`src/rtl/irqent_pkg.sv`:
```
package irqent_pkg;
  localparam int BYTE_W = 8;
  localparam int ADDR_W = 2 * BYTE_W;
  localparam int FLAG_W = 6;
  localparam int FLAG_I = 2;

  typedef enum logic [2:0] {
    ST_IDLE, ST_PUSH_HI, ST_PUSH_LO, ST_PUSH_ST, ST_VEC_LO, ST_VEC_HI
  } seqState_t;

  typedef enum logic [1:0] {
    K_NONE = 2'd0, K_RESET = 2'd1, K_NMI = 2'd2, K_IRQ = 2'd3
  } entryKind_t;

  typedef struct packed {
    logic       capture;
    logic       isReset;
    logic       pushHi;
    logic       pushLo;
    logic       pushSt;
    logic       vecLo;
    logic       vecHi;
    logic [1:0] vecSel;
  } seqStrobe_t;
endpackage

```
`src/rtl/irqent_ctrl.sv`:
```
module irqent_ctrl
  import irqent_pkg::*;
#(
  parameter int COST_W     = 4,
  parameter int ENTRY_COST = 7
) (
  input  logic              clk,
  input  logic              rstN,
  input  logic              checkNow,
  input  logic              resetReq,
  input  logic              nmiLine,
  input  logic              irqA,
  input  logic              irqB,
  input  logic              iFlagNow,
  output seqStrobe_t        strb,
  output logic              busy,
  output logic              done,
  output entryKind_t        takenKind,
  output logic [COST_W-1:0] entryCost
);

  seqState_t  state, stateNxt;
  entryKind_t kindR, pick;
  logic nmiPrev, nmiPend, rstPend;
  logic nmiEdge, irqOk, accept;

  always_comb begin
    nmiEdge = nmiLine & ~nmiPrev;
    irqOk   = (irqA | irqB) & ~iFlagNow;
    if (rstPend)      pick = K_RESET;
    else if (nmiPend) pick = K_NMI;
    else if (irqOk)   pick = K_IRQ;
    else              pick = K_NONE;
    accept = (state == ST_IDLE) && checkNow && (pick != K_NONE);
  end

  always_comb begin
    stateNxt = state;
    unique case (state)
      ST_IDLE:    if (accept) stateNxt = (pick == K_RESET) ? ST_VEC_LO : ST_PUSH_HI;
      ST_PUSH_HI: stateNxt = ST_PUSH_LO;
      ST_PUSH_LO: stateNxt = ST_PUSH_ST;
      ST_PUSH_ST: stateNxt = ST_VEC_LO;
      ST_VEC_LO:  stateNxt = ST_VEC_HI;
      ST_VEC_HI:  stateNxt = ST_IDLE;
      default:    stateNxt = ST_IDLE;
    endcase
  end

  always_comb begin
    strb.capture = accept;
    strb.isReset = (pick == K_RESET);
    strb.pushHi  = (state == ST_PUSH_HI);
    strb.pushLo  = (state == ST_PUSH_LO);
    strb.pushSt  = (state == ST_PUSH_ST);
    strb.vecLo   = (state == ST_VEC_LO);
    strb.vecHi   = (state == ST_VEC_HI);
    strb.vecSel  = (state == ST_IDLE) ? pick : kindR;
  end

  always_ff @(posedge clk or negedge rstN) begin
    if (!rstN) begin
      state   <= ST_IDLE;
      kindR   <= K_NONE;
      nmiPrev <= 1'b0;
      nmiPend <= 1'b0;
      rstPend <= 1'b0;
    end else begin
      state   <= stateNxt;
      nmiPrev <= nmiLine;
      if (accept) kindR <= pick;
      nmiPend <= nmiEdge | (nmiPend & ~(accept && pick == K_NMI));
      rstPend <= resetReq | (rstPend & ~(accept && pick == K_RESET));
    end
  end

  assign busy      = (state != ST_IDLE);
  assign done      = (state == ST_VEC_HI);
  assign takenKind = done ? kindR : K_NONE;
  assign entryCost = (done && kindR != K_RESET) ? COST_W'(ENTRY_COST) : '0;


  nmi_edge_latch_chk: assert property (@(posedge clk) disable iff (!rstN)
    $rose(nmiLine) |=> nmiPend);


  reset_first_chk: assert property (@(posedge clk) disable iff (!rstN)
    (state == ST_IDLE && checkNow && rstPend) |=> (state == ST_VEC_LO && kindR == K_RESET));


  busy_advance_chk: assert property (@(posedge clk) disable iff (!rstN)
    (busy && !done) |=> busy);


  done_single_chk: assert property (@(posedge clk) disable iff (!rstN)
    done |=> !done && !busy);


  reset_no_push_chk: assert property (@(posedge clk) disable iff (!rstN)
    (busy && kindR == K_RESET) |-> !(strb.pushHi || strb.pushLo || strb.pushSt));

endmodule

```
`src/rtl/irqent_dp.sv`:
```
module irqent_dp
  import irqent_pkg::*;
#(
  parameter logic [BYTE_W-1:0] STACK_PAGE = 8'h01,
  parameter logic [ADDR_W-1:0] VEC_NMI    = 16'hFFFA,
  parameter logic [ADDR_W-1:0] VEC_RST    = 16'hFFFC,
  parameter logic [ADDR_W-1:0] VEC_IRQ    = 16'hFFFE
) (
  input  logic              clk,
  input  logic              rstN,
  input  seqStrobe_t        strb,
  input  logic [ADDR_W-1:0] curPc,
  input  logic [BYTE_W-1:0] curSp,
  input  logic [FLAG_W-1:0] curFlags,
  output logic [ADDR_W-1:0] memAddr,
  output logic              memWrite,
  output logic [BYTE_W-1:0] memWdata,
  output logic              memRead,
  input  logic [BYTE_W-1:0] memRdata,
  output logic [ADDR_W-1:0] newPc,
  output logic [BYTE_W-1:0] newSp,
  output logic              newIFlag
);

  logic [ADDR_W-1:0] pcR, vecR, vecPick;
  logic [BYTE_W-1:0] spR, stR, loR, statusNow;
  logic              iR, anyPush;

  always_comb begin
    // {N,V,1,B=0,D,I,Z,C}
    statusNow = {curFlags[5], curFlags[4], 1'b1, 1'b0,
                 curFlags[3], curFlags[2], curFlags[1], curFlags[0]};
    unique case (strb.vecSel)
      K_NMI:   vecPick = VEC_NMI;
      K_RESET: vecPick = VEC_RST;
      default: vecPick = VEC_IRQ;
    endcase
    anyPush = strb.pushHi | strb.pushLo | strb.pushSt;
  end

  always_ff @(posedge clk or negedge rstN) begin
    if (!rstN) begin
      pcR  <= '0;
      vecR <= '0;
      spR  <= '1;
      stR  <= '0;
      loR  <= '0;
      iR   <= 1'b1;
    end else begin
      if (strb.capture) begin
        pcR  <= curPc;
        spR  <= strb.isReset ? '1 : curSp;
        stR  <= statusNow;
        iR   <= strb.isReset ? 1'b1 : curFlags[FLAG_I];
        vecR <= vecPick;
      end
      if (anyPush)     spR <= spR - 1'b1;
      if (strb.pushSt) iR  <= 1'b1;
      if (strb.vecLo)  loR <= memRdata;
      if (strb.vecHi)  pcR <= {memRdata, loR};
    end
  end

  always_comb begin
    memWrite = anyPush;
    memRead  = strb.vecLo | strb.vecHi;
    memAddr  = '0;
    memWdata = '0;
    if (anyPush)         memAddr = {STACK_PAGE, spR};
    else if (strb.vecLo) memAddr = vecR;
    else if (strb.vecHi) memAddr = vecR + 1'b1;
    if (strb.pushHi)      memWdata = pcR[ADDR_W-1:BYTE_W];
    else if (strb.pushLo) memWdata = pcR[BYTE_W-1:0];
    else if (strb.pushSt) memWdata = stR;
  end

  assign newPc    = strb.vecHi ? {memRdata, loR} : pcR;
  assign newSp    = spR;
  assign newIFlag = iR;


  sp_step_chk: assert property (@(posedge clk) disable iff (!rstN)
    memWrite |=> newSp == $past(newSp) - 8'd1);


  port_excl_chk: assert property (@(posedge clk) disable iff (!rstN)
    $onehot0({memRead, memWrite}));


  iflag_before_vec_chk: assert property (@(posedge clk) disable iff (!rstN)
    memRead |-> newIFlag);


  vec_pair_chk: assert property (@(posedge clk) disable iff (!rstN)
    strb.vecLo |=> memRead && memAddr == $past(memAddr) + 16'd1);

endmodule

```
`src/rtl/irq_entry_seq.sv`:
```
module irq_entry_seq
  import irqent_pkg::*;
#(
  parameter logic [BYTE_W-1:0] STACK_PAGE = 8'h01,
  parameter logic [ADDR_W-1:0] VEC_NMI    = 16'hFFFA,
  parameter logic [ADDR_W-1:0] VEC_RST    = 16'hFFFC,
  parameter logic [ADDR_W-1:0] VEC_IRQ    = 16'hFFFE,
  parameter int                COST_W     = 4,
  parameter int                ENTRY_COST = 7
) (
  input  logic              clk,
  input  logic              rstN,
  input  logic              checkNow,
  input  logic              resetReq,
  input  logic              nmiLine,
  input  logic              irqA,
  input  logic              irqB,
  input  logic [15:0]       curPc,
  input  logic [7:0]        curSp,
  input  logic [5:0]        curFlags,
  output logic [15:0]       memAddr,
  output logic              memWrite,
  output logic [7:0]        memWdata,
  output logic              memRead,
  input  logic [7:0]        memRdata,
  output logic              busy,
  output logic              done,
  output logic [1:0]        takenKind,
  output logic [COST_W-1:0] entryCost,
  output logic [15:0]       newPc,
  output logic [7:0]        newSp,
  output logic              newIFlag
);

  seqStrobe_t strb;
  entryKind_t kindOut;

  irqent_ctrl #(.COST_W(COST_W), .ENTRY_COST(ENTRY_COST)) uCtrl (
    .clk(clk), .rstN(rstN), .checkNow(checkNow), .resetReq(resetReq),
    .nmiLine(nmiLine), .irqA(irqA), .irqB(irqB), .iFlagNow(curFlags[FLAG_I]),
    .strb(strb), .busy(busy), .done(done), .takenKind(kindOut), .entryCost(entryCost)
  );

  irqent_dp #(.STACK_PAGE(STACK_PAGE), .VEC_NMI(VEC_NMI), .VEC_RST(VEC_RST),
              .VEC_IRQ(VEC_IRQ)) uDp (
    .clk(clk), .rstN(rstN), .strb(strb), .curPc(curPc), .curSp(curSp),
    .curFlags(curFlags), .memAddr(memAddr), .memWrite(memWrite), .memWdata(memWdata),
    .memRead(memRead), .memRdata(memRdata), .newPc(newPc), .newSp(newSp),
    .newIFlag(newIFlag)
  );

  assign takenKind = kindOut;


  done_in_read_chk: assert property (@(posedge clk) disable iff (!rstN)
    done |-> memRead && busy);

endmodule

```
`config.mk`:
```
export PLATFORM = sky130hd
export DESIGN_NAME = irq_entry_seq
export DESIGN_NICKNAME = d
export VERILOG_FILES = /design/src/rtl/irqent_pkg.sv /design/src/rtl/irqent_ctrl.sv /design/src/rtl/irqent_dp.sv /design/src/rtl/irq_entry_seq.sv
export SDC_FILE = /design/constraint.sdc
export NUM_CORES = 1
export LEC_CHECK = 0
export ABC_AREA = 1
export ABC_CLOCK_PERIOD_IN_PS = 2500
export BUFFER_PORTS_ARGS = -buffer_cell sky130_fd_sc_hd__clkbuf_2
export CAP_MARGIN = 20
export CORE_MARGIN = 1.5
export CORE_UTILIZATION = 30
export DETAILED_ROUTE_END_ITERATION = 12
export GPL_TIMING_DRIVEN = 0
export PLACE_DENSITY = 0.62
export SLEW_MARGIN = 20
export SYNTH_ARGS = -nofsm -noshare
export SYNTH_HDL_FRONTEND = slang
export SYNTH_HIERARCHICAL = 1
export SYNTH_SLANG_ARGS = --single-unit
export TNS_END_PERCENT = 20
```
`constraint.sdc`:
```
create_clock -name clk -period 2.5 [get_ports clk]
set_input_delay 0.5 -clock clk [delete_from_list [all_inputs] [get_ports clk]]
set_output_delay 0.5 -clock clk [all_outputs]
set_load 0.02 [all_outputs]
```
==> impl_metrics.toml <==
[setup_path]
crit_fanout = 10
worstPathArrival_ns = 1.92
worstSetupPathType = "flop to output port"
worstPathRequired_ns = 2.00
rr_endpoint = "uDp/pcR[10]"
reg2reg_depth = 10
r2r-start = "uCtrl/state[2]"
r2r_setup_slack_ns = 0.64
endpoint_kind = "output port"
crit_path_start_kind = "flop"

[detailed_routing]
wl_per_cell_um = 13.99
wl_um = 8550
viasPerCell = 4.751
drt_iter0_drc = 130
ant_nets = 0
dr.pass1.iters = 4
drcViolationCount = 0
vias = 2903

[synth]
syn_area_per_cell_um2 = 8.015
seq_area_frac_synth = 0.4292
synth-edff-count = 0
synth.distinct_cells = 33
synthArstFlopShare = 1.000
synth_flop_cell = "dfrtp_1"
syn-num-nets = 413
ys_warn_count = 6
syn_area_um2 = 2942
postSynthCellCount = 367
synth_seq_cells = 50

[floorplanning]
die_x_um = 102.0
num_rows = 35
dieArea_um2 = 10410
top_level_ports = 104
die_h_um = 102.0
core_um2 = 9371
start_util = 0.3139

[clock_tree]
cts-htree-levels = 2
clock_latency_ns = 0.32
root_buffer = "clkbuf_8"
hold_buffers = 0
cts_tree = "built"
cts_buffers = 5
cts_buffer_depth = 2
path_clk_slew_ns = 0.10
cts_sinks = 50

[global_route]
grt_use_total = 0.1684
gr-total-overflow = 0
grt_max_degree = 51
grt_pass1_vias = 2845
grt_pass1_wl_um = 13680
antenna_found_initial = 0

[timing]
hold_viol = 0
relSlewSlack = 0.5349
min_period_over_period = 0.9662
setup_viol = 0
max_freq_mhz = 414.0
slew_violations = 0
skew_ns = 0.009121
fin_crit_ns = 2.415
worst_pin_slew_ns = 0.6976
rsz0062_at_grt = "yes"

[power]
p_leak_nw = 1.972
totalPowerFinal_mw = 5.498
peakVddDrop_mv = 0.4430
pwr_density_cell_nw_per_um2 = 1435

[finish]
area_growth_pct = 30.29
drive_above_1_share = 0.3963
layout.nets = 527
fin_cells = 611
antenna_cells = 0
layout_common_cells = "98 x clkbuf_2, 75 x nand2_1, 46 x inv_1"
final_common_cell = "clkbuf_2"

[status]
outcome = "finished clean"

[placement]
gp_congestion = 0.9182
placed_cells = 598
hpwl_um = 6532
io_buffer_count = 102

[flow_run]
cap_violations = 0

[hold_path]
min_path_type = "input pin to async pin"
## worst max-delay path, stage by stage (launching register included)
cell and delay, ns:
dfrtp_1 0.44, buf_4 0.16, nand3_1 0.12, inv_2 0.07, nor2_4 0.11, nand2_4 0.06, inv_2 0.05, buf_2 0.20
nand3_1 0.08, o21ai_0 0.10, clkbuf_2 0.21
## Yosys cell counts (2+ instances only)
cell type  number  area [um2]
a21oi_2         3       26.28
dfstp_2         9       236.5
a21oi_1         9       45.04
inv_1          50       187.7
buf_6           2       22.52
nor2_1         20       75.07
buf_4          14       105.1
o21ai_2         2       17.52
nor2_8          2       40.04
o22ai_1         2       12.51
buf_2           6       30.03
dfrtp_1        41        1026
nor2_4          2       22.52
nand2_1        78       292.8
mux2_2          8       90.09
o21ai_1         4       20.02
nand2_4         3       33.78
nand3_1        35       175.2
o211ai_1       17       127.6
inv_2           6       22.52
o21ai_0        31       155.2
clkbuf_1        3       11.26
o221ai_1       10       87.58
## layer usage
metal	track usage	vias up	wire [um]
li1	-	1426	-
met1	0.2240	1374	3693
met4	0.05901	0	162
met5	0	-	0
met2	0.2837	88	4283
met3	0.01984	15	411
## through the flow
stage | hold slack [ns] | TNS (ns) | setup WS, ns | instance area [um2] | util
finish | 0.2403 | 0 | 0.08462 | 3832 | 0.4089
global route | 0.3012 | -0.1790 | -0.02180 | 3832 | 0.4089
CTS | 0.2741 | 0 | 0.005603 | 3771 | 0.4024
detailed placement | 0.4162 | -0.8021 | -0.1083 | 3616 | 0.3858
global placement | 0.4081 | -0.02727 | -0.02727 | 3613 | 0.3856
floorplan | 0.2044 | 0 | 0.04617 | 2942 | -
## state kept, by name (all words and copies together), names as in the netlist
register	count
uDp/pcR	16
uDp/newIFlag	1
uCtrl/state	3
uCtrl/nmiPrev	1
uDp/stR	7
uDp/vecR	2
uCtrl/rstPend	1
uDp/loR	8
uDp/newSp	8
uCtrl/nmiPend	1
uCtrl/kindR	2
## worst max-delay path by stage
stage / from / end / slack, ns / cells after the start
5_1_grt: uCtrl/state[1] / memAddr[10] / -0.02 / 10
6_report: uCtrl/state[1] / memAddr[2] / 0.08 / 10
2_1_floorplan: uCtrl/state[1] / memAddr[10] / 0.05 / 10
4_1_cts: uCtrl/state[2] / memAddr[11] / 0.006 / 11
3_5_place_dp: uCtrl/state[1] / memAddr[11] / -0.11 / 11
3_3_place_gp: uCtrl/state[1] / newPc[10] / -0.03 / 9
## logic make-up (layout without fill, tap and decap cells)
group / after synthesis / after routing / synth area share
AO/OA/AOI/OAI: 81 / 81 / 0.1744
adder cells (fa/ha/maj): 1 / 1 / 0.004253
buffers and inverters: 83 / 198 / 0.1353
flip-flops: 50 / 50 / 0.4292
multiplexers: 8 / 8 / 0.03063
other: 1 / 1 / 0.001275
AND/OR/NAND/NOR: 143 / 143 / 0.2250
## power breakdown
part / internal [mW] / switching (mW)
Clock: 0.229 / 0.302
Combinational: 1.28 / 2.24
Sequential: 1.24 / 0.214
Total: 2.74 / 2.76
## area by class of cell
| cell class | instances | area [um2] |
|---|---|---|
| Fill cell | 1034 | 5539 |
| Timing Repair Buffer | 108 | 568.0 |
| Tap cell | 129 | 161.4 |
| Sequential cell | 50 | 1264 |
| Inverter | 56 | 212.7 |
| Clock buffer | 6 | 82.58 |
| Multi-Input combinational cell | 234 | 1320 |
| Clock inverter | 2 | 16.27 |
| Buffer | 26 | 207.7 |
## repair_timing
action / 4_1_cts / 5_1_grt
gates resized for setup: 17 / 21
cloned: 0 / 0
buffers inserted: 3 / 3
pin swaps: 4 / 1
setup endpoints to repair: 40 / 37
Note: power is estimated with default switching activity, not from simulation.
